===== src/rtl/timer_channel.sv =====
module timer_channel #(
  parameter int CW = 16
) (
  input  logic            clk,
  input  logic            rst_n,
  input  logic            tick,
  input  logic            gate,
  input  logic            cfg_we,
  input  logic [2:0]      cfg_mode,
  input  logic            cfg_bcd,
  input  logic            wr_lo,
  input  logic            wr_hi,
  input  logic [CW/2-1:0] wr_data,
  input  logic            latch_cnt,
  input  logic            latch_sts,
  output logic            out,
  output logic [CW-1:0]   cnt_q,
  output logic [7:0]      sts_q
);
  localparam int HW = CW / 2;
  localparam int ND = CW / 4;

  logic [2:0]    mode;
  logic          bcd, pend, armed, trig, have, gate_d, oddq;
  logic [CW-1:0] cr, ce;

  function automatic logic [CW-1:0] dec1(input logic [CW-1:0] v, input logic b);
    logic [CW-1:0] r;
    logic          br;
    if (!b) return v - 1'b1;
    r  = v;
    br = 1'b1;
    for (int i = 0; i < ND; i++) begin
      if (br) begin
        if (v[4*i +: 4] == 4'd0) r[4*i +: 4] = 4'd9;
        else begin
          r[4*i +: 4] = v[4*i +: 4] - 4'd1;
          br = 1'b0;
        end
      end
    end
    return r;
  endfunction

  function automatic logic bcd_ok(input logic [CW-1:0] v);
    logic ok;
    ok = 1'b1;
    for (int i = 0; i < ND; i++) if (v[4*i +: 4] > 4'd9) ok = 1'b0;
    return ok;
  endfunction

  logic [2:0] em;
  assign em = mode[1] ? {1'b0, mode[1:0]} : mode;

  wire           rise     = gate & ~gate_d;
  wire           periodic = (em == 3'd2) || (em == 3'd3);
  wire           gated    = (em == 3'd1) || (em == 3'd5);
  wire           run_ok   = gated || gate;
  wire [CW-1:0]  next1    = dec1(ce, bcd);
  wire [CW-1:0]  next2    = dec1(next1, bcd);
  wire [CW-1:0]  ld_val   = (em == 3'd3) ? {cr[CW-1:1], 1'b0} : cr;
  wire           m3_edge  = (oddq && out) ? (ce == '0) : (ce == CW'(2));
  wire           load_now = tick && (gated ? (trig && have)
                                   : periodic ? ((pend && !armed) || (trig && have))
                                   : pend);

  always_ff @(posedge clk or negedge rst_n) begin
    if (!rst_n) begin
      mode  <= '0;  bcd   <= 1'b0; pend <= 1'b0; armed <= 1'b0;
      trig  <= 1'b0; have <= 1'b0; gate_d <= 1'b0; oddq <= 1'b0;
      cr    <= '0;  ce    <= '0;   out  <= 1'b1;
      cnt_q <= '0;  sts_q <= '0;
    end else begin
      gate_d <= gate;
      if (tick) trig <= 1'b0;
      if (load_now) begin
        ce    <= ld_val;
        oddq  <= cr[0];
        pend  <= 1'b0;
        armed <= 1'b1;
        out   <= !(em == 3'd0 || em == 3'd1);
      end else if (tick && armed && run_ok) begin
        unique case (em)
          3'd0, 3'd1: begin
            ce <= next1;
            if (ce == CW'(1)) out <= 1'b1;
          end
          3'd2: begin
            if (ce == CW'(1)) begin
              ce <= cr; pend <= 1'b0; out <= 1'b1;
            end else begin
              ce <= next1; out <= !(ce == CW'(2));
            end
          end
          3'd3: begin
            if (m3_edge) begin
              ce <= ld_val; oddq <= cr[0]; pend <= 1'b0; out <= !out;
            end else ce <= next2;
          end
          default: begin
            if (!out) begin
              out <= 1'b1; armed <= 1'b0;
            end else begin
              ce <= next1; out <= !(ce == CW'(1));
            end
          end
        endcase
      end
      if (periodic && !gate) out <= 1'b1;
      if (rise) trig <= 1'b1;
      if (wr_lo) cr[HW-1:0] <= wr_data;
      if (wr_hi) begin
        cr[CW-1:HW] <= wr_data;
        pend <= 1'b1;
        have <= 1'b1;
        if (em == 3'd0) out <= 1'b0;
        if (em == 3'd0 || em == 3'd4) armed <= 1'b0;
      end
      if (cfg_we) begin
        mode <= cfg_mode; bcd <= cfg_bcd;
        pend <= 1'b0; have <= 1'b0; armed <= 1'b0; trig <= 1'b0;
        out  <= (cfg_mode != 3'd0);
      end
      if (latch_cnt) cnt_q <= ce;
      if (latch_sts) sts_q <= {out, pend, 2'b00, bcd, mode};
    end
  end

  AST_CFG_LEVEL: assert property (@(posedge clk) disable iff (!rst_n)
    cfg_we |=> (out == ($past(cfg_mode) != 3'd0)));
  AST_LOAD_CLEARS_PEND: assert property (@(posedge clk) disable iff (!rst_n)
    (pend && tick && !cfg_we && !wr_hi && (em == 3'd0 || em == 3'd4)) |=> !pend);
  AST_HOLD_NO_TICK: assert property (@(posedge clk) disable iff (!rst_n)
    (!tick && !cfg_we) |=> $stable(ce));
  AST_STROBE_AT_ZERO: assert property (@(posedge clk) disable iff (!rst_n)
    ((em == 3'd4 || em == 3'd5) && !out) |-> (ce == '0));
  AST_GATE_FORCES_HIGH: assert property (@(posedge clk) disable iff (!rst_n)
    (periodic && !gate && !cfg_we) |=> out);
  AST_BCD_DIGITS: assert property (@(posedge clk) disable iff (!rst_n)
    (bcd && armed) |-> bcd_ok(ce));
endmodule


===== config.mk =====
export PLATFORM = sky130hd
export DESIGN_NAME = timer_channel
export DESIGN_NICKNAME = d
export VERILOG_FILES = /design/src/rtl/timer_channel.sv
export SDC_FILE = /design/constraint.sdc
export NUM_CORES = 1
export LEC_CHECK = 0
export BUFFER_PORTS_ARGS = -buffer_cell sky130_fd_sc_hd__buf_2
export CORE_MARGIN = 3
export CORE_UTILIZATION = 44
export CTS_BUF_LIST = sky130_fd_sc_hd__clkbuf_4
export CTS_CLUSTER_DIAMETER = 50
export DETAILED_ROUTE_END_ITERATION = 7
export PLACE_DENSITY = 0.71
export SETUP_SLACK_MARGIN = 0.5
export SLEW_MARGIN = 20
export SYNTH_ARGS = -nofsm -noshare
export SYNTH_HDL_FRONTEND = slang
export SYNTH_SLANG_ARGS = --single-unit

===== constraint.sdc =====
create_clock -name clk -period 4.07 [get_ports clk]
set_input_delay 0.6105 -clock clk [delete_from_list [all_inputs] [get_ports clk]]
set_output_delay 0.6105 -clock clk [all_outputs]
set_load 0.01 [all_outputs]

Word level (Yosys, flattened, before mapping)
Cells that the tools add are included.
- $add $sub $neg: 10
- $mul: 0
- div/mod/pow operators: 0
- magnitude comparators: 0
- eq/ne operators: 9
- shift-type cells: 0
- muxes and demuxes: 77
- bitwise logic cells: 2
- reductions and logical operators: 43
- operators with widths (kind ; number):
    16-bit 2-to-1 mux ; 7
    4-bit 2-to-1 mux ; 14
    1-bit 2-to-1 mux ; 52
    16-bit one-hot mux with 3 select lines ; 1
    4-bit logical NOT ; 8
    16-bit by 1-bit subtractor with 16-bit output, second input constant ; 2
    4-bit by 1-bit subtractor with 4-bit output, second input constant ; 8
    16-bit by 1-bit equality test with 1-bit output, second input constant ; 1
    16-bit by 2-bit equality test with 1-bit output, second input constant ; 1
    16-bit logical NOT ; 1
    5-bit nonzero test ; 2
    2-bit nonzero test ; 4
    1-bit logical AND ; 7
    3-bit by 2-bit equality test with 1-bit output, second input constant ; 2
    3-bit equality test, second input constant ; 2
    1-bit logical NOT ; 6
    1-bit logical OR ; 6
    3-bit nonzero test ; 2
    5-bit by 4-bit inequality test with 1-bit output, second input constant ; 1
    5-bit inequality test, second input constant ; 1
    4-bit AND reduction ; 1
    4-bit nonzero test ; 1
    4-bit OR reduction ; 1
    3-bit by 1-bit equality test with 1-bit output, second input constant ; 1
    9 further kinds ; 9
- flip-flop bits (word level): 65
- latch bits: 0
- memory bits (writable): 0
- ROM bits: 0
- bits of input ports: 21
- output and inout port bits: 25
- word-level logic and storage cells: 155
- memories kept: 0

Depth between registers and ports, before layout
- depth after elaboration: 22
- gate-level depth with buffers: 12
- depth with buffers taken out: 10

Least setup slack after synthesis
Ideal clock, no wire load.
- kind: reg2reg
- start: reg ce[0]
- end: reg ce[15]
- library setup time: 130 ps
- arrival time: 3061 ps
- required time: 3940 ps
- path slack: 879 ps
- cell stages (with the launch flop): 13
- buffers on the path: 2
- period minus slack after synthesis: 3191 ps
- path through: dfrtp_1 clkbuf_1 inv_1 ha_1 and2_0 clkbuf_1 o211ai_2 xor2_1 nand3b_1 or4b_4 a211oi_2 xor2_1 a31oi_1
- longest elaborated chain between the ends: 17
- elaborated cells between the ends (all ways): 41
- those cells by class: add/sub: 4; eq/ne: 2; mux: 29; reduce/logical: 6
- RTL lines (what ; line ; text):
    start, declared ; 25 ; logic [CW-1:0] cr, ce;
    start signal, assigned ; 77 ; ce <= ld_val;
    start signal, assigned ; 85 ; ce <= next1;
    start signal, assigned ; 92 ; ce <= next1; out <= !(ce == CW'(2));
    parallel branches: the longest is 14 deep, another holds 16-bit by 1-bit subtractor with 16-bit output ; n/a ;
    16-bit one-hot mux with 3 select lines * ; 83 ; unique case (em)
    16-bit 2-to-1 mux * ; 82 ; end else if (tick && armed && run_ok) begin
    16-bit 2-to-1 mux * ; 76 ; if (load_now) begin
Every way passes the cells marked *. The select of a mux whose other input is x is not followed.
A chain may end at the register's enable or synchronous reset.

Worst setup path in the final report
Ends and elaborated chain as after synthesis.

==> flow_summary.ini <==
[synth]
ys_warn_count = 0
ys_seq_elements = 65
syn_avg_cell_area_sq_um = 9.21
synth_async_sr_flop_share_pct = 100
syn-instance-count = 482
yosysSeqAreaShare_pct = 36.7
synth_edf_count = 0
syn_area_sq_um = 4440
synth_ff_type = dfrtp_1
synth.distinct_cells = 75

[floorplan]
core_area_sq_um = 9770
dieArea_sq_um = 11300
num_rows = 36
start_util_pct = 45.4
dieWidth_um = 106
ios = 46
die_y_um = 106

[pwr]
power.density_nw_per_um2 = 588
p_leak_nw = 1.89
peakVddDrop_mv = 0.318

[cells_and_area]
multi_input_area_sq_um = 2610
regArea_sq_um = 1630
nFillCells = 930
area_delta_synth_final_pct = 10.0
antenna_cells = 0
drive_above_1_share_pct = 26.2
final_cell_area_sq_um = 4880
finalNetCount = 535
final_cells = 645
finish.utilization_pct = 50.0

[clock_network]
path_clk_slew_ns = 0.10
cts-buffers-inserted = 9
htreeDepth = 3
clk_path_buf_depth = 2
cts_root_buffer = clkbuf_4
clock_latency_ns = 0.43
cts.sinks = 65
cts_tree = built

[status]
outcome = complete, no violations

[timing]
finalHoldViolations = 0
fin_setup_tns_ns = 0
slew_headroom_pct = 45.8
fin_crit_sh_pct = 83.8
setup_viol = 0
maxSlewViolCount = 0
fmax_mhz = 293
worst_slack_ns = 0.660
worst_pin_slew_ns = 0.804
final.setup_skew_ns = 0.0141
min_period_ns = 3.41
rsz0062_at_grt = false

[drt]
viasPerCell = 6.28
drtIter0Drc = 581
wl_um = 12600
drc = 0
first_pass_iters = 6
ant_nets = 0
vias = 4048
wl_per_cell_um = 19.5

[setup_path]
crit_chain = inv_1 > ha_1 > or3b_2 > nand3_1 > o2111ai_2 > nand3b_1 > or4b_4 > a211oi_2 > xor2_1 > a31oi_1
critPathLaunchType = flip-flop
required_ns = 4.37
cp_slowest_cell = or4b_4
cp_max_fo = 12
cp-end-kind = flip-flop
max_stage_delay_ns = 0.57
cp_data_arrival_time_ns = 3.71
critPathKind = reg -> reg

[grt]
grt_pass1_vias = 3623
gr-total-overflow = 0
antenna_found_initial = 0
grt_max_degree = 34
grt_pass1_wl_um = 20200
grt_use_total_pct = 23.1

[min_path]
min-delay-path-class = in -> async

[run]
drv_cap = 0

[placed_design]
dp_cells = 628
placed_cell_area_sq_um = 4690
hpwl_um = 9270
pre_cts_slack_ns = 0.544
globalplace.congestion = 0.999
port_buffers = 43
==> final timing paths <==
check / startpoint / to / slack (ns) / cells past startpoint
max in group asynchronous: rst_n / out / 2.86 / 2
setup / recovery: ce[0] / ce[15] / 0.66 / 10
hold / removal: rst_n / cnt_q[13] / 0.25 / 1
min in group clk: gate / gate_d / 0.33 / 1
setup reg to reg: ce[0] / ce[15] / 0.66 / 10
hold reg to reg: sts_q[7] / sts_q[7] / 0.51 / 1
==> cell usage after synthesis (all sizes together), types with 8 or more instances <==
master	count	share of area (%)
clkbuf	21	1.8
o21ai	32	3.6
nand2	25	2.1
inv	11	0.93
nor3	16	2.1
mux2	42	11
o22ai	14	2.0
nor2	41	3.5
a21oi	30	3.4
nor4	8	1.8
dfrtp	64	36
xnor2	11	2.2
nand3	14	1.6
buf	18	2.6
a211oi	8	1.6
==> through the flow <==
stage                     hold WS (ns)  total power, mW
after detailed placement         0.490             2.36
after global routing             0.265             3.08
after floorplan                  0.315             2.01
after global placement           0.478             2.33
after CTS                        0.259             2.83
final                            0.251             2.87
==> cells in the final DEF (no fill, tap or decap), types with 4 or more instances in the layout <==
| cell type | n |
|---|---|
| a211oi_1 | 6 |
| nand3_1 | 14 |
| o22ai_1 | 14 |
| mux2_2 | 42 |
| xor2_1 | 4 |
| nand4_1 | 5 |
| mux2i_1 | 5 |
| buf_4 | 11 |
| a21o_1 | 4 |
| or4_1 | 4 |
| inv_1 | 11 |
| nor2_1 | 41 |
| nor4_1 | 6 |
| ha_1 | 5 |
| dfrtp_1 | 63 |
| clkbuf_4 | 9 |
| buf_2 | 43 |
| nand2b_1 | 5 |
| a31oi_1 | 7 |
| or3_1 | 7 |
| o21ai_0 | 28 |
| xnor2_1 | 11 |
| o21ai_1 | 4 |
| nor3_1 | 15 |
| a22oi_1 | 4 |
| nand2_1 | 25 |
| a21oi_1 | 30 |
==> cell families (layout without fill, tap and decap cells) <==
logic type	after synthesis	count (layout)	share of synthesized area [%]
flops	65	65	36.7
fa+ha+maj	5	5	1.41
simple gates	155	155	19.4
xor+xnor	16	16	3.16
compound gates	143	143	22.2
mux	47	47	11.8
other cells	1	2	0.0845
buf+inv	50	79	5.30
==> cell type report <==
class,instances,area share [%]
clock inverter,5,1.49
multi-input combinational,368,53.4
sequential,65,33.4
clock buffer,9,1.38
inverter,11,0.845
timing repair buffer,54,6.10
tap,133,3.41
==> registers in the layout (all words and copies together), names as in the netlist, 3 cells and up <==
register / cells
ce: 16
cnt_q: 16
cr: 16
sts_q: 6
mode: 3
==> critical path: cells and delay by family, from the launching register on <==
kind,cells,cell delay [ns]
AND/OR/NAND/NOR,4,1.49
AO/OA/AOI/OAI,3,0.66
flip-flops,1,0.49
adder cells (fa/ha/maj),1,0.29
XOR/XNOR,1,0.21
buffers and inverters,1,0.15
==> power breakdown <==
part	internal [mW]	switching [mW]	total (mW)
Sequential	0.830	0.289	1.12
Combinational	0.549	0.738	1.29
Clock	0.237	0.230	0.467
Total	1.62	1.26	2.87
==> per-layer routing <==
| layer | vias to the layer above | wire length [um] | global-route usage (%) |
|---|---|---|---|
| li1 | 1857 | - | - |
| met1 | 1951 | 5520 | 33.2 |
| met2 | 202 | 5620 | 33.4 |
| met3 | 38 | 1090 | 5.40 |
| met4 | 0 | 344 | 9.41 |
| met5 | - | 0 | 0 |
==> timing repair <==
action,in CTS,in global routing
resized for setup,0,6
hold endpoints to repair,0,0
setup buffers,0,3
setup endpoints to repair,0,6
hold buffers,0,0
No activity file was read; power rests on OpenSTA's default activity.
